`src/rtl/vnic_regs_pkg.sv`:
```
`timescale 1ns/1ps
package vnic_regs_pkg;
  localparam int OFS_W     = 8;
  localparam int DATA_W    = 64;
  localparam int IRQ_W     = 9;
  localparam int NUM_RW    = 7;
  localparam int RW_SLOT_W = 3;

  // interrupt source positions
  localparam int IRQ_RX_PKT  = 0;
  localparam int IRQ_RX_HIGH = 2;
  localparam int IRQ_TX_LOW  = 5;
  localparam int IRQ_SOFT    = 8;
  localparam logic [31:0] IMASK_RESET = (32'd1 << IRQ_RX_PKT) | (32'd1 << IRQ_RX_HIGH)
                                      | (32'd1 << IRQ_TX_LOW) | (32'd1 << IRQ_SOFT);

  // config bit positions
  localparam int CFG_VADDR = 5;
  localparam int CFG_DELAY = 11;
  localparam int CFG_ZCOPY = 12;

  typedef enum logic [4:0] {
    RID_CFG, RID_CMD, RID_ISTAT, RID_IMASK, RID_RXCOPY, RID_TXCOPY, RID_RXBATCH,
    RID_VCOUNT, RID_RXFSIZE, RID_TXFSIZE, RID_RXMARK, RID_TXMARK,
    RID_RXPOST, RID_RXDONE, RID_RXWAIT, RID_TXPOST, RID_TXDONE, RID_TXWAIT,
    RID_MAC, RID_NONE
  } reg_id_e;

  typedef struct packed {
    reg_id_e id;
    logic    wide;
    logic    rd_ok;
    logic    wr_ok;
  } reg_attr_t;

  function automatic logic is_rw(reg_id_e id);
    return (id == RID_CFG) || (id == RID_IMASK) || (id == RID_RXCOPY) ||
           (id == RID_TXCOPY) || (id == RID_RXBATCH) || (id == RID_RXMARK) ||
           (id == RID_TXMARK);
  endfunction

  function automatic logic [RW_SLOT_W-1:0] rw_index(reg_id_e id);
    case (id)
      RID_IMASK:   return 3'd1;
      RID_RXCOPY:  return 3'd2;
      RID_TXCOPY:  return 3'd3;
      RID_RXBATCH: return 3'd4;
      RID_RXMARK:  return 3'd5;
      RID_TXMARK:  return 3'd6;
      default:     return 3'd0;
    endcase
  endfunction
endpackage

```
`src/rtl/vnic_addr_split.sv`:
```
`timescale 1ns/1ps
module vnic_addr_split
  import vnic_regs_pkg::*;
#(
  parameter int ADDR_W    = 12,
  parameter int VIF_COUNT = 3
) (
  input  logic [ADDR_W-1:0]       addr,
  output logic [OFS_W-1:0]        ofs,
  output logic [ADDR_W-OFS_W-1:0] idx,
  output logic                    idx_bad
);
  localparam int IDX_W = ADDR_W - OFS_W;
  localparam int NVIF  = (VIF_COUNT < 1) ? 1 : VIF_COUNT;

  assign ofs     = addr[OFS_W-1:0];
  assign idx     = addr[ADDR_W-1:OFS_W];
  assign idx_bad = ({{(32-IDX_W){1'b0}}, idx} >= 32'(NVIF));
endmodule

```
`src/rtl/vnic_reg_attr.sv`:
```
`timescale 1ns/1ps
module vnic_reg_attr
  import vnic_regs_pkg::*;
(
  input  logic [OFS_W-1:0] ofs,
  output reg_attr_t        attr
);
  function automatic reg_attr_t mk(reg_id_e id, logic w, logic r, logic wr);
    return '{id: id, wide: w, rd_ok: r, wr_ok: wr};
  endfunction

  always_comb begin
    case (ofs)
      8'h00:   attr = mk(RID_CFG,     1'b0, 1'b1, 1'b1);
      8'h04:   attr = mk(RID_CMD,     1'b0, 1'b0, 1'b1);
      8'h08:   attr = mk(RID_ISTAT,   1'b0, 1'b1, 1'b0);
      8'h0c:   attr = mk(RID_IMASK,   1'b0, 1'b1, 1'b1);
      8'h10:   attr = mk(RID_RXCOPY,  1'b0, 1'b1, 1'b1);
      8'h14:   attr = mk(RID_TXCOPY,  1'b0, 1'b1, 1'b1);
      8'h18:   attr = mk(RID_RXBATCH, 1'b0, 1'b1, 1'b1);
      8'h1c:   attr = mk(RID_VCOUNT,  1'b0, 1'b1, 1'b0);
      8'h20:   attr = mk(RID_RXFSIZE, 1'b0, 1'b1, 1'b0);
      8'h24:   attr = mk(RID_TXFSIZE, 1'b0, 1'b1, 1'b0);
      8'h28:   attr = mk(RID_RXMARK,  1'b0, 1'b1, 1'b1);
      8'h2c:   attr = mk(RID_TXMARK,  1'b0, 1'b1, 1'b1);
      8'h30:   attr = mk(RID_RXPOST,  1'b1, 1'b0, 1'b1);
      8'h38:   attr = mk(RID_RXDONE,  1'b1, 1'b1, 1'b0);
      8'h40:   attr = mk(RID_RXWAIT,  1'b1, 1'b1, 1'b0);
      8'h48:   attr = mk(RID_TXPOST,  1'b1, 1'b0, 1'b1);
      8'h50:   attr = mk(RID_TXDONE,  1'b1, 1'b1, 1'b0);
      8'h58:   attr = mk(RID_TXWAIT,  1'b1, 1'b1, 1'b0);
      8'h60:   attr = mk(RID_MAC,     1'b1, 1'b1, 1'b0);
      default: attr = mk(RID_NONE,    1'b0, 1'b0, 1'b0);
    endcase
  end
endmodule

```
`src/rtl/vnic_csr_file.sv`:
```
`timescale 1ns/1ps
module vnic_csr_file
  import vnic_regs_pkg::*;
#(
  parameter int          VIF_COUNT     = 3,
  parameter int          IDX_W         = 4,
  parameter logic [31:0] CFG_INIT      = 32'h0,
  parameter logic [31:0] RX_COPY_INIT  = 32'd1514,
  parameter logic [31:0] TX_COPY_INIT  = 32'd16384,
  parameter logic [31:0] RX_BATCH_INIT = 32'd10,
  parameter logic [31:0] RX_MARK_INIT  = 32'h0006_0000,
  parameter logic [31:0] TX_MARK_INIT  = 32'h0000_4000,
  parameter logic [31:0] RX_FIFO_BYTES = 32'h0008_0000,
  parameter logic [31:0] TX_FIFO_BYTES = 32'h0002_0000,
  parameter logic [63:0] MAC_ADDR      = 64'h0000_0200_1234_5678
) (
  input  logic                   clk,
  input  logic                   rst_n,
  input  logic                   wr_en,
  input  logic [RW_SLOT_W-1:0]   wr_slot,
  input  logic [31:0]            wr_val,
  input  logic                   stat_clr,
  input  logic [IRQ_W-1:0]       irq_set,
  input  reg_id_e                rd_id,
  input  logic [IDX_W-1:0]       rd_idx,
  input  logic [VIF_COUNT*64-1:0] rx_done_stat,
  input  logic [VIF_COUNT*64-1:0] tx_done_stat,
  output logic [63:0]            rd_val
);
  localparam int NVIF = (VIF_COUNT < 1) ? 1 : VIF_COUNT;

  function automatic logic [31:0] slot_init(int s);
    case (s)
      0:       return CFG_INIT;
      1:       return IMASK_RESET;
      2:       return RX_COPY_INIT;
      3:       return TX_COPY_INIT;
      4:       return RX_BATCH_INIT;
      5:       return RX_MARK_INIT;
      default: return TX_MARK_INIT;
    endcase
  endfunction

  logic [31:0] rw_val [NUM_RW];

  for (genvar s = 0; s < NUM_RW; s++) begin : g_slot
    localparam logic [31:0] INIT = slot_init(s);
    logic        en;
    logic [31:0] q;
    assign en = wr_en && (wr_slot == RW_SLOT_W'(s));
    always_ff @(posedge clk or negedge rst_n) begin
      if (!rst_n)  q <= INIT;
      else if (en) q <= wr_val;
    end
    assign rw_val[s] = q;
  end

  logic [IRQ_W-1:0] istat_q, istat_d;

  always_comb istat_d = (stat_clr ? '0 : istat_q) | irq_set;

  always_ff @(posedge clk or negedge rst_n) begin
    if (!rst_n) istat_q <= '0;
    else        istat_q <= istat_d;
  end

  int sel;
  always_comb begin
    sel = (int'(rd_idx) < VIF_COUNT) ? int'(rd_idx) : 0;
    case (rd_id)
      RID_CFG:     rd_val = {32'h0, rw_val[0]};
      RID_IMASK:   rd_val = {32'h0, rw_val[1]};
      RID_RXCOPY:  rd_val = {32'h0, rw_val[2]};
      RID_TXCOPY:  rd_val = {32'h0, rw_val[3]};
      RID_RXBATCH: rd_val = {32'h0, rw_val[4]};
      RID_RXMARK:  rd_val = {32'h0, rw_val[5]};
      RID_TXMARK:  rd_val = {32'h0, rw_val[6]};
      RID_ISTAT:   rd_val = {{(64-IRQ_W){1'b0}}, istat_q};
      RID_VCOUNT:  rd_val = {32'h0, 32'(NVIF)};
      RID_RXFSIZE: rd_val = {32'h0, RX_FIFO_BYTES};
      RID_TXFSIZE: rd_val = {32'h0, TX_FIFO_BYTES};
      RID_RXDONE,
      RID_RXWAIT:  rd_val = rx_done_stat[sel*64 +: 64];
      RID_TXDONE,
      RID_TXWAIT:  rd_val = tx_done_stat[sel*64 +: 64];
      RID_MAC:     rd_val = MAC_ADDR;
      default:     rd_val = '0;
    endcase
  end
endmodule

```
`src/rtl/vnic_reg_decode.sv`:
```
`timescale 1ns/1ps
module vnic_reg_decode
  import vnic_regs_pkg::*;
#(
  parameter int          ADDR_W        = 12,
  parameter int          VIF_COUNT     = 3,
  parameter logic [31:0] CFG_INIT      = 32'h0,
  parameter logic [31:0] RX_COPY_INIT  = 32'd1514,
  parameter logic [31:0] TX_COPY_INIT  = 32'd16384,
  parameter logic [31:0] RX_BATCH_INIT = 32'd10,
  parameter logic [31:0] RX_MARK_INIT  = 32'h0006_0000,
  parameter logic [31:0] TX_MARK_INIT  = 32'h0000_4000,
  parameter logic [31:0] RX_FIFO_BYTES = 32'h0008_0000,
  parameter logic [31:0] TX_FIFO_BYTES = 32'h0002_0000,
  parameter logic [63:0] MAC_ADDR      = 64'h0000_0200_1234_5678
) (
  input  logic                    clk,
  input  logic                    rst_n,
  input  logic                    req_valid,
  input  logic                    req_write,
  input  logic                    req_wide,
  input  logic [ADDR_W-1:0]       req_addr,
  input  logic [63:0]             req_wdata,
  input  logic [8:0]              irq_set,
  input  logic [VIF_COUNT*64-1:0] rx_done_stat,
  input  logic [VIF_COUNT*64-1:0] tx_done_stat,
  output logic                    rsp_valid,
  output logic                    rsp_err,
  output logic [63:0]             rsp_rdata,
  output logic [VIF_COUNT-1:0]    rx_post_stb,
  output logic [VIF_COUNT-1:0]    tx_post_stb,
  output logic [63:0]             post_data
);
  localparam int IDX_W = ADDR_W - OFS_W;

  logic [OFS_W-1:0] ofs;
  logic [IDX_W-1:0] idx;
  logic             idx_bad;
  reg_attr_t        attr;
  logic [63:0]      rd_val;

  vnic_addr_split #(.ADDR_W(ADDR_W), .VIF_COUNT(VIF_COUNT)) u_split (
    .addr(req_addr), .ofs(ofs), .idx(idx), .idx_bad(idx_bad)
  );

  vnic_reg_attr u_attr (.ofs(ofs), .attr(attr));

  // access classification
  logic size_bad, dir_bad, cfg_bad, acc_err, do_wr, do_rd;
  always_comb begin
    size_bad = (attr.wide != req_wide);
    dir_bad  = req_write ? !attr.wr_ok : !attr.rd_ok;
    cfg_bad  = req_write && (attr.id == RID_CFG) &&
               req_wdata[CFG_ZCOPY] && req_wdata[CFG_DELAY];
    acc_err  = idx_bad || (attr.id == RID_NONE) || size_bad || dir_bad || cfg_bad;
    do_wr    = req_valid && !acc_err && req_write;
    do_rd    = req_valid && !acc_err && !req_write;
  end

  vnic_csr_file #(
    .VIF_COUNT(VIF_COUNT), .IDX_W(IDX_W), .CFG_INIT(CFG_INIT),
    .RX_COPY_INIT(RX_COPY_INIT), .TX_COPY_INIT(TX_COPY_INIT),
    .RX_BATCH_INIT(RX_BATCH_INIT), .RX_MARK_INIT(RX_MARK_INIT),
    .TX_MARK_INIT(TX_MARK_INIT), .RX_FIFO_BYTES(RX_FIFO_BYTES),
    .TX_FIFO_BYTES(TX_FIFO_BYTES), .MAC_ADDR(MAC_ADDR)
  ) u_csr (
    .clk(clk), .rst_n(rst_n),
    .wr_en(do_wr && is_rw(attr.id)), .wr_slot(rw_index(attr.id)),
    .wr_val(req_wdata[31:0]),
    .stat_clr(do_rd && (attr.id == RID_ISTAT)), .irq_set(irq_set),
    .rd_id(attr.id), .rd_idx(idx),
    .rx_done_stat(rx_done_stat), .tx_done_stat(tx_done_stat),
    .rd_val(rd_val)
  );

  // next state of the response and strobes
  logic [VIF_COUNT-1:0] rx_stb_d, tx_stb_d;
  logic                 post_en;
  logic [63:0]          rdata_d;

  for (genvar v = 0; v < VIF_COUNT; v++) begin : g_vif
    assign rx_stb_d[v] = do_wr && (attr.id == RID_RXPOST) && (idx == IDX_W'(v));
    assign tx_stb_d[v] = do_wr && (attr.id == RID_TXPOST) && (idx == IDX_W'(v));
  end

  always_comb begin
    post_en = do_wr && ((attr.id == RID_RXPOST) || (attr.id == RID_TXPOST));
    rdata_d = do_rd ? rd_val : '0;
  end

  always_ff @(posedge clk or negedge rst_n) begin
    if (!rst_n) begin
      rsp_valid   <= 1'b0;
      rsp_err     <= 1'b0;
      rsp_rdata   <= '0;
      rx_post_stb <= '0;
      tx_post_stb <= '0;
      post_data   <= '0;
    end else begin
      rsp_valid   <= req_valid;
      rsp_err     <= req_valid && acc_err;
      rsp_rdata   <= rdata_d;
      rx_post_stb <= rx_stb_d;
      tx_post_stb <= tx_stb_d;
      if (post_en) post_data <= req_wdata;
    end
  end
endmodule

```
`config.mk`:
```
export PLATFORM = sky130hd
export DESIGN_NAME = vnic_reg_decode
export DESIGN_NICKNAME = d
export VERILOG_FILES = /design/src/rtl/vnic_regs_pkg.sv /design/src/rtl/vnic_addr_split.sv /design/src/rtl/vnic_reg_attr.sv /design/src/rtl/vnic_csr_file.sv /design/src/rtl/vnic_reg_decode.sv
export SDC_FILE = /design/constraint.sdc
export NUM_CORES = 1
export LEC_CHECK = 0
export ABC_AREA = 1
export BUFFER_PORTS_ARGS = -buffer_cell sky130_fd_sc_hd__buf_4
export CAP_MARGIN = 20
export CORE_MARGIN = 10
export CORE_UTILIZATION = 30
export DETAILED_ROUTE_END_ITERATION = 8
export PLACE_DENSITY = 0.62
export SYNTH_ARGS = -nofsm -noshare
export SYNTH_HDL_FRONTEND = slang
export SYNTH_SLANG_ARGS = --single-unit
```
`constraint.sdc`:
```
create_clock -name clk -period 2.7 [get_ports clk]
set_input_delay 0.135 -clock clk [delete_from_list [all_inputs] [get_ports clk]]
set_output_delay 0.135 -clock clk [all_outputs]
set_load 0.02 [all_outputs]
```
# [After elaboration in Yosys (flattened, before gate mapping)]
# Index checks and enable logic that the tools add are counted.
[word_totals] regBits=369 out_inout_bits=136 wordCells=117 in_bits=474
[op_classes] reduce_logical=46 bitwise_logic=1 n_lt_le_gt_ge=2 n_shift=2 n_mux=7 eq_ne=45
[ops] operator="64-bit one-hot mux with 14 select lines" count=1
[ops] operator="192-bit by 32-bit variable part select with 64-bit output" count=2
[ops] operator="8-bit one-hot mux with 19 select lines" count=1
[ops] operator="64-bit 2-to-1 mux" count=1
[ops] operator="8-bit by 6-bit equality test with 1-bit output (second input constant)" count=6
[ops] operator="5-bit by 4-bit equality test with 1-bit output (second input constant)" count=8
[ops] operator="8-bit by 7-bit equality test with 1-bit output (second input constant)" count=5
[ops] operator="8-bit by 5-bit equality test with 1-bit output (second input constant)" count=4
[ops] operator="1-bit logical AND" count=25
[ops] operator="5-bit by 3-bit equality test with 1-bit output (second input constant)" count=4
[ops] operator="5-bit equality test (second input constant)" count=4
[ops] operator="3-bit one-hot mux with 6 select lines" count=1
[ops] operator="8-bit by 4-bit equality test with 1-bit output (second input constant)" count=2
[ops] operator="1-bit logical OR" count=11
[ops] operator="5-bit by 2-bit equality test with 1-bit output (second input constant)" count=2
[ops] operator="3-bit equality test (second input constant)" count=3
[ops] operator="9-bit 2-to-1 mux" count=1
[ops] operator="9-bit bitwise OR" count=1
[ops] operator="8-bit by 3-bit equality test with 1-bit output (second input constant)" count=1
[ops] operator="8-bit zero test" count=1
[ops] operator="3-bit by 2-bit equality test with 1-bit output (second input constant)" count=2
[ops] operator="5-bit zero test" count=1
[ops] operator="4-bit by 1-bit equality test with 1-bit output (second input constant)" count=1
[ops] operator="4-bit by 2-bit equality test with 1-bit output (second input constant)" count=1
[ops] operator="10 further kinds" count=14

# [Longest topological paths before layout]
[logic_depth] depth_word=13 mapped_depth=16 ltp_nobuf=14

# [By module]
# Synthesis repeated with hierarchy kept, for this count alone.
[unflattened] hier_cells=2912 hier_area_um2=20603.5
[by_module_without_submodules] mod="vnic_csr_file" area_per_inst_um2=14730.4 cells_per_inst=2233 seq_area_each_um2=5851.9 instances=1
[by_module_without_submodules] mod="vnic_reg_decode" area_per_inst_um2=5298.8 cells_per_inst=568 seq_area_each_um2=3403.3 instances=1
[by_module_without_submodules] mod="vnic_reg_attr" area_per_inst_um2=473.0 cells_per_inst=96 seq_area_each_um2=0.0 instances=1
[by_module_without_submodules] mod="vnic_addr_split" area_per_inst_um2=101.3 cells_per_inst=15 seq_area_each_um2=0.0 instances=1

# [Least setup slack after synthesis]
# No wires, ideal clock.
[synth_path] path_kind="in2reg" start="in req_addr[1]" end="reg u_csr.g_slot[5].q[11]" setup_ns=0.117 cell_stages=15 arrival_time_ns=1.778 path_buffers=1 path_slack_ns=0.805 required_ns=2.583 path_cell_list="inv_1 -> nand2_1 -> nor2_2 -> nand2_2 -> nand2_2 -> nor2_1 -> nand3_1 -> nand2_1 -> nor2_1 -> nand4_1 -> nor2_4 -> nand3_1 -> clkbuf_1 -> nand2_1 -> nand2_1"
[synth_via] elab_chain_len=12 elab_cells_between_ends=52 cone_classes="27 x eq/ne; 3 x mux; 22 x reduce/logical"
[synth_lines] item="start: declaration" line="vnic_reg_decode.sv:22" text="input logic [ADDR_W-1:0] req_addr,"
[synth_lines] item="8-bit by 7-bit equality test with 1-bit output (tied with other cells)" line="vnic_reg_attr.sv:13" text="case (ofs)"
[synth_lines] item="8-bit one-hot mux with 19 select lines (*)" line="vnic_reg_attr.sv:13"
[synth_lines] item="5-bit equality test / 5-bit zero test (equally long branches)" line="vnic_reg_decode.sv:55, vnic_regs_pkg.sv:37, vnic_reg_decode.sv:53"
[synth_lines] item="1-bit logical OR / 1-bit logical AND (equally long branches) (2 in series)" line="vnic_reg_decode.sv:55, vnic_reg_decode.sv:53"
[synth_lines] item="1-bit logical OR / 1-bit logical AND (equally long branches)" line="vnic_reg_decode.sv:55, vnic_reg_decode.sv:54"
[synth_lines] item="1-bit logical OR" line="vnic_reg_decode.sv:55" text="acc_err = idx_bad || (attr.id == RID_NONE) || size_bad || dir_bad || cfg_bad;"
[synth_lines] item="1-bit zero test" line="vnic_reg_decode.sv:56" text="do_wr = req_valid && !acc_err && req_write;"
[synth_lines] item="1-bit logical AND (2 in series)" line="vnic_reg_decode.sv:56"
[synth_lines] item="1-bit logical AND" line="vnic_reg_decode.sv:68" text=".wr_en(do_wr && is_rw(attr.id)), .wr_slot(rw_index(attr.id)),"
[synth_lines] item="1-bit logical AND (*)" line="vnic_csr_file.sv:50" text="assign en = wr_en && (wr_slot == RW_SLOT_W'(s));"
[synth_lines] item="end signal: assignment" line="vnic_csr_file.sv:53" text="else if (en) q <= wr_val;"
[synth_lines] item="end: declaration" line="vnic_csr_file.sv:49" text="logic [31:0] q;"
# Every way passes the cells marked *; elsewhere a longest branch is shown, timed or not.
# A chain may end at the register's enable or synchronous reset.

# [Final worst setup path]
[layout_path] start="in req_addr[1]" end="reg rsp_rdata[27]"
[layout_via] elab_chain_len=11 elab_cells_between_ends=55 cone_classes="35 x eq/ne; 4 x mux; 16 x reduce/logical"
[layout_lines] item="8-bit by 7-bit equality test with 1-bit output (tied with other cells)" line="vnic_reg_attr.sv:13"
[layout_lines] item="8-bit one-hot mux with 19 select lines (*)" line="vnic_reg_attr.sv:13"
[layout_lines] item="5-bit equality test / 5-bit zero test (equally long branches)" line="vnic_reg_decode.sv:55, vnic_csr_file.sv:70, vnic_reg_decode.sv:53"
[layout_lines] item="1-bit logical OR / 1-bit logical AND (equally long branches) (2 in series)" line="vnic_reg_decode.sv:55, vnic_reg_decode.sv:53"
[layout_lines] item="1-bit logical OR / 1-bit logical AND (equally long branches)" line="vnic_reg_decode.sv:55, vnic_reg_decode.sv:54"
[layout_lines] item="1-bit logical OR" line="vnic_reg_decode.sv:55"
[layout_lines] item="1-bit zero test" line="vnic_reg_decode.sv:57" text="do_rd = req_valid && !acc_err && !req_write;"
[layout_lines] item="1-bit logical AND (2 in series)" line="vnic_reg_decode.sv:57"
[layout_lines] item="64-bit 2-to-1 mux (*)" line="vnic_reg_decode.sv:88" text="rdata_d = do_rd ? rd_val : '0;"
[layout_lines] item="named net rdata_d[27]" line="vnic_reg_decode.sv:79" text="logic [63:0] rdata_d;"
[layout_lines] item="end signal: assignment" line="vnic_reg_decode.sv:102" text="rsp_rdata <= rdata_d;"
[layout_lines] item="end: declaration" line="vnic_reg_decode.sv:29" text="output logic [63:0] rsp_rdata,"
# The timed path passes the listed nets; every way through them passes the cells marked *.

==> results.sh <==
export IMPL_clk_latency_ns=0.60
export IMPL_finClkSkew_ns=0.0155
export IMPL_whs_path_depth=4
export IMPL_synth_nets=3094
export IMPL_power_frac_clock=0.481
export IMPL_drv_cap=0
export IMPL_critical_path_max_fanout=95
export IMPL_port_buffers=609
export IMPL_stdcell_area_um2=28600
export IMPL_grt_use_total=0.262
export IMPL_status="completed"
export IMPL_leakagePower_nw=14.6
export IMPL_hold_end="rsp_rdata[50]"
export IMPL_dr_pass1_iters=6
export IMPL_crit_type="primary input to register"
export IMPL_end_kind="register"
export IMPL_grt_pass1_vias=21660
export IMPL_num_io_pins=610
export IMPL_slew_viol_final=0
export IMPL_cts_root_buffer="clkbuf_16"
export IMPL_layout_drive_gt1_share=0.252
export IMPL_setup_tns_final_ns=0
export IMPL_drc_errors=0
export IMPL_seq_area_um2=9260
export IMPL_fin_crit_ns=2.62
export IMPL_hold_start="rx_done_stat[178]"
export IMPL_arrival_ns=3.08
export IMPL_slew_limit_headroom=0.450
export IMPL_worstMarginPinSlew_ns=0.825
export IMPL_drtAntennaViolNets=0
export IMPL_cts_htree_levels=2
export IMPL_vias=22220
export IMPL_multiInputGateArea_um2=9130
export IMPL_synth_seq_cells=369
export IMPL_syn_area_per_cell_um2=7.48
export IMPL_final_cells=4188
export IMPL_whs_ns=0.0198
export IMPL_start_util=0.303
export IMPL_nets=3750
export IMPL_synth_cell_types=36
export IMPL_p_sw_mw=3.37
export IMPL_clock_fmax_mhz=382
export IMPL_synthAdderAreaFrac=0
export IMPL_cts_sinks=369
export IMPL_synth_mux_area_frac=0
export IMPL_cts_buffer_depth=3
export IMPL_routabilityCongestion=0.956
export IMPL_core_area_um2=64600
export IMPL_antenna_found_initial=29
export IMPL_grt_first_pass_wirelength_um=149000
export IMPL_dieWidth_um=276
export IMPL_r2r_setup_slack_ns=1.03
export IMPL_async_flop_share=1.00
export IMPL_synth_edf_count=0
export IMPL_grt_ovfl_total=0
export IMPL_yosys_area_share_simple=0.359
export IMPL_hold_class="primary input to register"
export IMPL_swShare=0.251
export IMPL_die_height_um=276
export IMPL_cts_clk_slew_worst_paths_ns=0.06
export IMPL_rr_worst_depth=7
export IMPL_syn2layout_area_growth_pct=45.9
export IMPL_routed_wirelength_um=104000
export IMPL_wire_per_inst_um=24.9
export IMPL_dp_cells=3935
export IMPL_tritoncts="built"
export IMPL_synth_top_family_by_area="simple AND/OR/NAND/NOR gates"
export IMPL_grt_max_degree=96
export IMPL_ys_flop_type="dfrtp_1"
export IMPL_critPathLaunchType="primary input"
export IMPL_intPower_mw=10.1
export IMPL_synth_area_um2=19600
export IMPL_p_seq_frac=0.412
export IMPL_cts_made_buffers=45
export IMPL_hold_viol_final=0
export IMPL_reg2reg_to="rsp_rdata[30]"
export IMPL_fillers=6449
export IMPL_synth_compound_area_frac=0.103
export IMPL_dp_final_hpwl_um=77300
export IMPL_rsz0062_at_grt="false"
export IMPL_yosysSeqAreaShare=0.472
export IMPL_timing_final_crit_share=0.970
export IMPL_syn_instance_count=2620
export IMPL_power_density_nw_per_um2=471
export IMPL_combPwrFrac=0.107
export IMPL_setup_viol=0
export IMPL_reg2reg_from="u_csr.g_slot[2].q[30]"
export IMPL_peakVddDrop_v=0.000487
export IMPL_rows=93
export IMPL_dieArea_um2=75900
export IMPL_worst_ep_required_time_ns=3.16
export IMPL_placed_cell_area_um2=25500
export IMPL_power_mw=13.5
export IMPL_synth_warnings=0
export IMPL_synth_xor_area_frac=0
export IMPL_vias_per_cell=5.31
export IMPL_drtIter0Drc=2208
export IMPL_cts_setup_buffers=0
-- power groups by stage --
stage / Combinational [mW] / Sequential [mW] / Clock, mW
finish: 1.45 / 5.55 / 6.48
global route: 1.55 / 5.54 / 6.83
CTS: 1.44 / 5.55 / 6.60
detailed placement: 1.29 / 5.65 / 0
global placement: 1.29 / 5.65 / 0
floorplan: 0.349 / 5.65 / 0
-- critical path, stage by stage --
cell           delay (ns)
buf_4                0.12
inv_1                0.04
nand2_1              0.15
nor2_1               0.32
nand2_8              0.12
buf_12               0.24
buf_12               0.23
nand2_1              0.10
nand3_1              0.09
dlygate4sd3_1        0.58
a311oi_1             0.26
dlygate4sd3_1        0.58
nor2_1               0.04
-- area by class of cell --
type,instances,share of cell area
multi-input combinational,1945,0.319
timing repair buffer,861,0.256
clock buffer,60,0.0431
tap,855,0.0374
antenna,22,0.00193
sequential,369,0.324
clock inverter,22,0.0114
inverter,54,0.00735
-- sequential cells by signal, indices dropped and copies added (netlist names) --
signal,count
u_csr.g_slot.q,224
tx_post_stb,3
rsp_rdata,64
rsp_valid,1
u_csr.istat_q,9
rx_post_stb,3
post_data,64
rsp_err,1
-- kinds of logic after synthesis --
logic type,after synthesis
compound gates,326
buf+inv,306
flops,369
simple gates,1619
-- how the worst max path moves through the flow --
stage          cells past startpoint    startpoint                     to
2_1_floorplan                     15   req_addr[1]  u_csr.g_slot[5].q[11]
3_3_place_gp                      10  req_addr[11]          rsp_rdata[31]
3_5_place_dp                      12  req_addr[11]          rsp_rdata[17]
4_1_cts                           11  req_addr[11]          rsp_rdata[59]
5_1_grt                           13   req_addr[1]          rsp_rdata[27]
6_report                          13   req_addr[1]          rsp_rdata[27]
-- stage by stage --
stage	utilization	setup WS, ns
floorplan	-	0.805
global placement	0.395	0.143
detailed placement	0.395	0.138
CTS	0.442	0.0885
global route	0.442	0.00727
finish	0.443	0.0820
-- layout by cell type (no fill, tap or decap), drive strengths merged, types with 57 or more instances in the layout --
| cell type | n |
|---|---|
| dlygate4sd3 | 149 |
| o21ai | 86 |
| nor2 | 178 |
| dfrtp | 352 |
| nand4 | 249 |
| nand3 | 195 |
| a21oi | 113 |
| clkbuf | 60 |
| nand2 | 956 |
| buf | 712 |
| inv | 57 |
-- synth_stat cells, types with 3 or more instances --
cell / n / area [µm²]
o211ai_1: 24 / 180
clkbuf_2: 30 / 150
dfstp_2: 17 / 447
a2bb2oi_1: 30 / 263
inv_2: 11 / 41.3
nand2_2: 3 / 18.8
inv_1: 41 / 154
buf_2: 56 / 280
nand2_1: 952 / 3570
buf_4: 3 / 22.5
a31oi_1: 20 / 125
a221oi_1: 4 / 35.0
nand4_1: 249 / 1560
clkbuf_1: 149 / 559
nor2_1: 174 / 653
o21ai_0: 86 / 430
a21oi_1: 113 / 566
nor3_1: 35 / 175
nand3_1: 195 / 976
nor2_2: 3 / 18.8
a22o_1: 44 / 385
buf_1: 13 / 48.8
dfrtp_1: 352 / 8810
-- what timing repair did --
item	CTS	global route
hold endpoints to repair	416	0
endpoints found under the setup margin	0	3
hold buffers	149	0
gates resized for setup	0	1
-- per-layer routing --
layer  routed length, µm  part of all wire  global-route usage  vias to the layer above
li1                    -                 -                   -                    10194
met1               42100              0.40               0.328                    10773
met2               50200              0.48               0.433                     1041
met3                8290             0.079              0.0579                      196
met4                3740             0.036               0.102                       16
met5                  98           0.00094                   0                        -
Power figures use the tool's default switching activity.
